==> config.mk <==
export PLATFORM = sky130hd
export DESIGN_NAME = mcalu_unit
export DESIGN_NICKNAME = d
export VERILOG_FILES = /design/src/rtl/mcalu_pkg.sv /design/src/rtl/mcalu_operand.sv /design/src/rtl/mcalu_compute.sv /design/src/rtl/mcalu_status.sv /design/src/rtl/mcalu_unit.sv
export SDC_FILE = /design/constraint.sdc
export NUM_CORES = 1
export LEC_CHECK = 0
export BUFFER_PORTS_ARGS = -buffer_cell sky130_fd_sc_hd__buf_2
export CELL_PAD_IN_SITES_DETAIL_PLACEMENT = 0
export CELL_PAD_IN_SITES_GLOBAL_PLACEMENT = 1
export CORE_MARGIN = 2
export CORE_UTILIZATION = 42
export DETAILED_ROUTE_END_ITERATION = 6
export HOLD_SLACK_MARGIN = 0.12
export PLACE_DENSITY = 0.88
export SLEW_MARGIN = 5
export SYNTH_ARGS = -nofsm -noshare
export SYNTH_HDL_FRONTEND = slang
export SYNTH_HIERARCHICAL = 1
export SYNTH_SLANG_ARGS = --single-unit
==> constraint.sdc <==
create_clock -name clk -period 7.6 [get_ports clk]
set_input_delay 0.38 -clock clk [delete_from_list [all_inputs] [get_ports clk]]
set_output_delay 0.38 -clock clk [all_outputs]
set_load 0.01 [all_outputs]
==> src/rtl/mcalu_pkg.sv <==
package mcalu_pkg;

   typedef enum logic [2:0] {FN_AND, FN_OR, FN_XOR, FN_ADD, FN_SUB} fn_e;
   typedef enum logic [1:0] {CI_ZERO, CI_ONE, CI_FLAG} ci_e;

   typedef struct packed {
      fn_e fn;
      ci_e ci;
      logic wb;
   } ctl_t;

   typedef struct packed {
      logic z;
      logic n;
      logic v;
      logic c;
   } flags_t;

   localparam logic [1:0] OPF_DEFER = 2'd0;
   localparam logic [1:0] OPF_AND   = 2'd1;
   localparam logic [1:0] OPF_SUB   = 2'd2;
   localparam logic [1:0] OPF_ADD   = 2'd3;

   // Microword function field plus opcode bits -> internal control
   function automatic ctl_t decode_fn(input logic [1:0] op,
                                      input logic [2:0] ir,
                                      input logic cin_en);
      ctl_t c;
      ci_e add_ci;
      ci_e sub_ci;
      add_ci = cin_en ? CI_FLAG : CI_ZERO;
      sub_ci = cin_en ? CI_FLAG : CI_ONE;
      c.wb = 1'b1;
      c.fn = FN_AND;
      c.ci = CI_ZERO;
      unique case (op)
         OPF_AND: c.fn = FN_AND;
         OPF_SUB: begin c.fn = FN_SUB; c.ci = sub_ci; end
         OPF_ADD: begin c.fn = FN_ADD; c.ci = add_ci; end
         default: begin
            unique case (ir)
               3'd0: begin c.fn = FN_SUB; c.ci = sub_ci; end
               3'd1: begin c.fn = FN_ADD; c.ci = add_ci; end
               3'd2: begin c.fn = FN_SUB; c.ci = sub_ci; c.wb = 1'b0; end
               3'd3: c.fn = FN_OR;
               3'd4: c.fn = FN_AND;
               3'd5: c.fn = FN_XOR;
               3'd6: begin c.fn = FN_ADD; c.ci = CI_FLAG; end
               default: begin c.fn = FN_SUB; c.ci = CI_FLAG; end
            endcase
         end
      endcase
      return c;
   endfunction

endpackage

==> src/rtl/mcalu_operand.sv <==
module mcalu_operand #(
   parameter int DATA_W = 16
) (
   input  logic [1:0]        rsel,
   input  logic [1:0]        imm,
   input  logic [DATA_W-1:0] mdr,
   input  logic [DATA_W-1:0] fault,
   output logic [DATA_W-1:0] rval
);

   localparam logic [DATA_W-1:0] K_ZERO = '0;
   localparam logic [DATA_W-1:0] K_ONE  = DATA_W'(1);
   localparam logic [DATA_W-1:0] K_MTWO = {{(DATA_W-1){1'b1}}, 1'b0};
   localparam logic [DATA_W-1:0] K_MONE = '1;

   if (DATA_W < 2) begin : g_bad_width
      $error("mcalu_operand: DATA_W must be at least 2");
   end

   logic [DATA_W-1:0] kval;

   always_comb begin
      unique case (imm)
         2'd0:    kval = K_ZERO;
         2'd1:    kval = K_ONE;
         2'd2:    kval = K_MTWO;
         default: kval = K_MONE;
      endcase
   end

   always_comb begin
      unique case (rsel)
         2'd0:    rval = mdr;
         2'd1:    rval = kval;
         2'd2:    rval = fault;
         default: rval = K_ZERO;
      endcase
   end

endmodule

==> src/rtl/mcalu_compute.sv <==
module mcalu_compute
   import mcalu_pkg::*;
#(
   parameter int DATA_W      = 16,
   parameter int NARROW_W    = 8,
   parameter bit SHIFT_ARITH = 1'b0
) (
   input  logic [DATA_W-1:0] lval,
   input  logic [DATA_W-1:0] rval,
   input  ctl_t              ctl,
   input  logic              byte_mode,
   input  logic              cflag,
   input  logic              shift,
   output logic [DATA_W-1:0] result,
   output flags_t            flags_nxt
);

   localparam int EXT_W = DATA_W - NARROW_W;

   if (NARROW_W < 1 || NARROW_W >= DATA_W) begin : g_bad_narrow
      $error("mcalu_compute: NARROW_W must lie between 1 and DATA_W-1");
   end

   logic                arith;
   logic                cin;
   logic [DATA_W-1:0]   rop;
   logic [DATA_W:0]     sum_w;
   logic [NARROW_W:0]   sum_n;
   logic [DATA_W-1:0]   logic_raw;
   logic [DATA_W-1:0]   raw;
   logic [DATA_W-1:0]   ext;
   logic                sl, sr, sres;

   assign arith = (ctl.fn == FN_ADD) || (ctl.fn == FN_SUB);
   assign rop   = (ctl.fn == FN_SUB) ? ~rval : rval;

   always_comb begin
      unique case (ctl.ci)
         CI_ONE:  cin = 1'b1;
         CI_FLAG: cin = cflag;
         default: cin = 1'b0;
      endcase
   end

   assign sum_w = {1'b0, lval} + {1'b0, rop} + {{DATA_W{1'b0}}, cin};
   assign sum_n = {1'b0, lval[NARROW_W-1:0]} + {1'b0, rop[NARROW_W-1:0]}
                + {{NARROW_W{1'b0}}, cin};

   always_comb begin
      unique case (ctl.fn)
         FN_OR:   logic_raw = lval | rval;
         FN_XOR:  logic_raw = lval ^ rval;
         default: logic_raw = lval & rval;
      endcase
   end

   always_comb begin
      if (arith) raw = byte_mode ? {{EXT_W{1'b0}}, sum_n[NARROW_W-1:0]} : sum_w[DATA_W-1:0];
      else       raw = logic_raw;
   end

   // Byte mode: upper part mirrors the narrow sign bit
   assign ext = byte_mode ? {{EXT_W{raw[NARROW_W-1]}}, raw[NARROW_W-1:0]} : raw;

   assign sl   = byte_mode ? lval[NARROW_W-1] : lval[DATA_W-1];
   assign sr   = byte_mode ? rop[NARROW_W-1]  : rop[DATA_W-1];
   assign sres = byte_mode ? raw[NARROW_W-1]  : raw[DATA_W-1];

   always_comb begin
      flags_nxt.z = byte_mode ? (raw[NARROW_W-1:0] == '0) : (raw == '0);
      flags_nxt.n = sres;
      flags_nxt.c = arith & (byte_mode ? sum_n[NARROW_W] : sum_w[DATA_W]);
      flags_nxt.v = arith & (sl == sr) & (sres != sl);
   end

   if (SHIFT_ARITH) begin : g_shift_arith
      assign result = shift ? {ext[DATA_W-1], ext[DATA_W-1:1]} : ext;
   end else begin : g_shift_logic
      assign result = shift ? {1'b0, ext[DATA_W-1:1]} : ext;
   end

endmodule

==> src/rtl/mcalu_status.sv <==
module mcalu_status
   import mcalu_pkg::*;
(
   input  logic   clk,
   input  logic   rst_n,
   input  logic   load,
   input  flags_t nxt,
   output flags_t q
);

   always_ff @(posedge clk or negedge rst_n) begin
      if (!rst_n)    q <= '0;
      else if (load) q <= nxt;
   end

   // register keeps its value when no load is requested
   p_hold_r8: assert property (@(posedge clk) disable iff (!rst_n)
      !load |=> $stable(q));

   // a load captures the flags offered in that cycle
   p_load_r7: assert property (@(posedge clk) disable iff (!rst_n)
      load |=> (q == $past(nxt)));

endmodule

==> src/rtl/mcalu_unit.sv <==
module mcalu_unit
   import mcalu_pkg::*;
#(
   parameter int DATA_W      = 16,
   parameter int NARROW_W    = 8,
   parameter bit SHIFT_ARITH = 1'b0
) (
   input  logic              clk,
   input  logic              rst_n,
   input  logic [DATA_W-1:0] lbus_i,
   input  logic [DATA_W-1:0] mdr_i,
   input  logic [DATA_W-1:0] fault_i,
   input  logic [1:0]        rsel_i,
   input  logic [1:0]        imm_i,
   input  logic [1:0]        op_i,
   input  logic [2:0]        ir_fn_i,
   input  logic              byte_i,
   input  logic              cin_en_i,
   input  logic              set_flags_i,
   input  logic              rshift_i,
   output logic [DATA_W-1:0] zbus_o,
   output logic              wb_o,
   output logic [3:0]        flags_o
);

   localparam int EXT_W = DATA_W - NARROW_W;

   if (NARROW_W >= DATA_W) begin : g_bad_cfg
      $error("mcalu_unit: narrow width must be below the word width");
   end

   logic [DATA_W-1:0] rval;
   ctl_t              ctl;
   flags_t            flags_nxt;
   flags_t            flags_q;

   assign ctl  = decode_fn(op_i, ir_fn_i, cin_en_i);
   assign wb_o = ctl.wb;

   mcalu_operand #(.DATA_W(DATA_W)) u_operand (
      .rsel  (rsel_i),
      .imm   (imm_i),
      .mdr   (mdr_i),
      .fault (fault_i),
      .rval  (rval)
   );

   mcalu_compute #(
      .DATA_W      (DATA_W),
      .NARROW_W    (NARROW_W),
      .SHIFT_ARITH (SHIFT_ARITH)
   ) u_compute (
      .lval      (lbus_i),
      .rval      (rval),
      .ctl       (ctl),
      .byte_mode (byte_i),
      .cflag     (flags_q.c),
      .shift     (rshift_i),
      .result    (zbus_o),
      .flags_nxt (flags_nxt)
   );

   mcalu_status u_status (
      .clk   (clk),
      .rst_n (rst_n),
      .load  (set_flags_i),
      .nxt   (flags_nxt),
      .q     (flags_q)
   );

   assign flags_o = flags_q;

   // word AND with the memory data register reaches the bus intact
   p_and_mdr_r1: assert property (@(posedge clk) disable iff (!rst_n)
      (rsel_i == 2'd0 && op_i == OPF_AND && !byte_i && !rshift_i)
         |-> (zbus_o == (lbus_i & mdr_i)));

   // byte results are sign extended on the bus
   p_signext_r5: assert property (@(posedge clk) disable iff (!rst_n)
      (byte_i && !rshift_i)
         |-> (zbus_o[DATA_W-1:NARROW_W] == {EXT_W{zbus_o[NARROW_W-1]}}));

   // logical shift leaves the top bit clear
   p_shift_top_r9: assert property (@(posedge clk) disable iff (!rst_n)
      (rshift_i && !SHIFT_ARITH) |-> !zbus_o[DATA_W-1]);

   // only the deferred compare suppresses writeback
   p_cmp_nowb_r4: assert property (@(posedge clk) disable iff (!rst_n)
      (op_i == OPF_DEFER && ir_fn_i == 3'd2) |-> !wb_o);

   p_wb_direct_r3: assert property (@(posedge clk) disable iff (!rst_n)
      (op_i != OPF_DEFER) |-> wb_o);

   // increment idiom with no carry term
   p_inc_r10: assert property (@(posedge clk) disable iff (!rst_n)
      (rsel_i == 2'd1 && imm_i == 2'd1 && op_i == OPF_ADD && !cin_en_i
       && !byte_i && !rshift_i) |-> (zbus_o == lbus_i + DATA_W'(1)));

endmodule

==> flow_summary.json <==
{
  "post-synth-top-count-cell": "ha_1",
  "nets": 593,
  "clock_path_buffers": 2,
  "p_switching_mw": 0.227,
  "async_reset_ff_share_pct": 100,
  "p_comb_share_pct": 83.4,
  "worst_ep_arrival_time_ns": 5.22,
  "synth_seq_cells": 4,
  "status": "complete, but fails checks",
  "hold_viol_final": 0,
  "synth_edf_count": 0,
  "violations": "DRC",
  "top_register": "u_status/q",
  "pwr-share-clk_pct": 10.7,
  "fill_cells": 736,
  "worstPathMaxFanout": 16,
  "worst_pin_slew_ns": 1.03,
  "cellInternalPower_mw": 0.201,
  "dp_hpwl_um": 7570,
  "syn_area_per_cell_um2": 7.42,
  "antenna_found_initial": 0,
  "max_freq_mhz": 178,
  "wl_um": 9230,
  "finClkSkew_ns": 0.00357,
  "synthCells": 408,
  "path_delay_family": "compound AO/OA/AOI/OAI gates",
  "swShare_pct": 53.0,
  "via_per_inst": 5.74,
  "n_antenna_cell": 0,
  "maxCapViolations": 0,
  "insertion_delay_ns": 0.22,
  "synth_top_cell_area_share_pct": 20.7,
  "htree_levels": 1,
  "place_congestion": 0.966,
  "fp.dieH_um": 88.9,
  "synth.yosys.warnings": 6,
  "die_w_um": 88.9,
  "ys_types": 73,
  "maxSlewHeadroom_pct": 30.9,
  "core_um2": 6870,
  "synth_top_area_cell": "ha_1",
  "reg_top3": "u_status/q (4)",
  "cts.sinks": 4,
  "dr.pass1.iters": 7,
  "cp-end-kind": "primary output",
  "path_cells": "buf_2 > nor2_1 > nor2_1 > a21oi_1 > inv_1 > nor3_4 > xnor2_1 > fa_1 > fa_1 > a21o_1 > a311o_1 > nand4_1 > a21oi_1 > o31ai_1 > mux2i_1 > o21ai_0 > buf_2",
  "clkTransAtPathRegs_ns": 0.03,
  "vdd_ir_drop_max_mv": 0.0535,
  "ys_top_cells_by_count": "50 x ha_1, 44 x inv_1, 32 x o21ai_0",
  "initial_core_util_pct": 44.0,
  "ys.flop_type": "dfrtp_1",
  "hp-class": "in2reg",
  "finalCritPeriodShare_pct": 73.7,
  "synth_area_leaders": "ha_1 21%, mux2i_1 7.9%, xnor2_1 6.4%",
  "cts_resized": 0,
  "rsz0062_at_grt": "no",
  "max_stage_delay_ns": 0.95,
  "portBuffers": 83,
  "grt_overflow": 0,
  "yosysSeqAreaShare_pct": 3.31,
  "gr-usage-all-layers_pct": 23.6,
  "syn-num-nets": 523,
  "grt_pass1_wl_um": 14800,
  "synth_area_um2": 3030,
  "setup_viol": 0,
  "drc": 1,
  "crit_type": "in2out",
  "grt_max_degree": 19,
  "cts_tree": "done",
  "cp.required_ns": 7.22,
  "period_minus_slack_ns": 5.60,
  "timing.critical_path.from_type": "primary input",
  "numCtsBuffers": 3,
  "ant_nets": 0,
  "area_growth_pct": 15.4,
  "cp_slowest_cell": "nor3_4",
  "routed-via-count": 3281,
  "largest_reg_flops": 4,
  "drtIter0Drc": 226,
  "cts-root-buf": "clkbuf_8",
  "dieArea_um2": 7900,
  "p_leak_nw": 1.72,
  "grt_pass1_vias": 3128,
  "critical_path_buf_inv_count": 3,
  "post_drt_wl_per_cell_um": 16.1,
  "timing.setup.tns_ns": 0,
  "layout-drive-gt1-share_pct": 22.3,
  "pwr_density_cell_nw_per_um2": 123,
  "finalMaxSlewViolations": 0,
  "io_pins": 84,
  "whs_ns": 0.476,
  "placementRows": 30,
  "power_frac_seq_pct": 5.9
}
==> worst reg2reg max path: stages (launching register included) <==
cell and delay (ns):
dfrtp_1 0.39, a21oi_1 0.16, nor2_1 0.07, fa_1 0.40
fa_1 0.44, a21o_1 0.19, a311o_1 0.37, nand4_1 0.14
and3_1 0.17, o31ai_1 0.12, or4bb_1 0.53, o31ai_2 0.19
mux2_2 0.18
==> repair_timing <==
action                                 in CTS  in global routing
endpoints found under the hold margin       4                  0
hold buffers                                1                  0
setup buffers                               0                  0
==> layout make-up <==
class                   instances  area (µm²)  share of cell area, %
multi-input cells             340        2640                   75.5
inverters                      45         169                   4.84
well taps                      96         120                   3.44
clock buffers                   3        41.3                   1.18
flip-flops and latches          4         100                   2.87
repair buffers                 84         425                   12.2
==> cell usage in the layout (no fill, tap or decap), types with 2 or more instances in the layout <==
cell type,count
a2bb2oi_1,2
o2111ai_1,4
a222oi_1,4
a221o_1,3
nor3_1,5
mux2i_1,24
a31o_2,2
nor2b_1,6
ha_1,50
clkbuf_8,3
dfrtp_1,4
o21a_1,4
mux2_2,4
a211oi_1,2
o22ai_1,2
and2_1,2
nor3b_1,2
xnor2_1,22
nand4_1,5
and4_1,3
o211ai_1,5
nand3_1,13
inv_1,44
o2bb2ai_1,5
and3_1,2
a21oi_1,24
a21o_1,2
o21ai_0,32
nand3b_1,3
nand2b_1,3
or3_1,2
o21ai_1,9
fa_1,2
o22a_1,2
buf_2,83
nand2_1,29
nor2_1,22
o31ai_1,3
a211o_1,3
a22oi_1,5
==> routing by layer <==
metal	wire length, µm	GRT usage, %
met3	421	1.87
met1	4010	31.3
met4	253	6.89
met2	4550	40.9
met5	0	0
==> stage by stage <==
step	instances	utilization, %	worst slack (ns)	area [µm²]	total power [mW]
after global routing	572	50.8	1.56	3490	0.471
after global placement	568	50.1	2.18	3440	0.371
after CTS	572	50.8	2.00	3490	0.427
after detailed placement	568	50.1	2.01	3440	0.376
final	572	50.8	2.00	3490	0.429
after floorplan	408	-	2.85	3030	0.278
==> final timing paths <==
path | startpoint | slack (ns) | cells past startpoint | endpoint
min in group asynchronous | rst_n | 0.52 | 2 | u_status/q[2]$_DFFE_PN0P_
max in group asynchronous | rst_n | 6.96 | 2 | u_status/q[0]$_DFFE_PN0P_
hold reg to reg | u_status/q[2]$_DFFE_PN0P_ | 0.51 | 1 | u_status/q[2]$_DFFE_PN0P_
setup / recovery | ir_fn_i[0] | 2.00 | 17 | zbus_o[13]
setup reg to reg | u_status/q[0]$_DFFE_PN0P_ | 4.19 | 12 | u_status/q[3]$_DFFE_PN0P_
hold / removal | set_flags_i | 0.48 | 2 | u_status/q[2]$_DFFE_PN0P_
==> power groups by stage <==
stage	combinational (mW)	sequential, mW	clock [mW]
2_1_floorplan	0.252	0.0263	0
3_3_place_gp	0.346	0.0252	0
3_5_place_dp	0.351	0.0254	0
4_1_cts	0.354	0.0252	0.0471
5_1_grt	0.396	0.0255	0.0492
6_report	0.358	0.0253	0.0458
==> cells by family (layout without fill, tap and decap cells) <==
| logic type | count (synthesis) | in the layout | synth area share, % |
|---|---|---|---|
| xor+xnor | 24 | 24 | 7.20 |
| flops | 4 | 4 | 3.31 |
| compound gates | 125 | 125 | 27.8 |
| simple gates | 111 | 111 | 20.7 |
| buf+inv | 64 | 132 | 9.55 |
| mux | 28 | 28 | 9.43 |
| fa+ha+maj | 52 | 52 | 22.0 |
No activity file was read; power rests on OpenSTA's default activity.
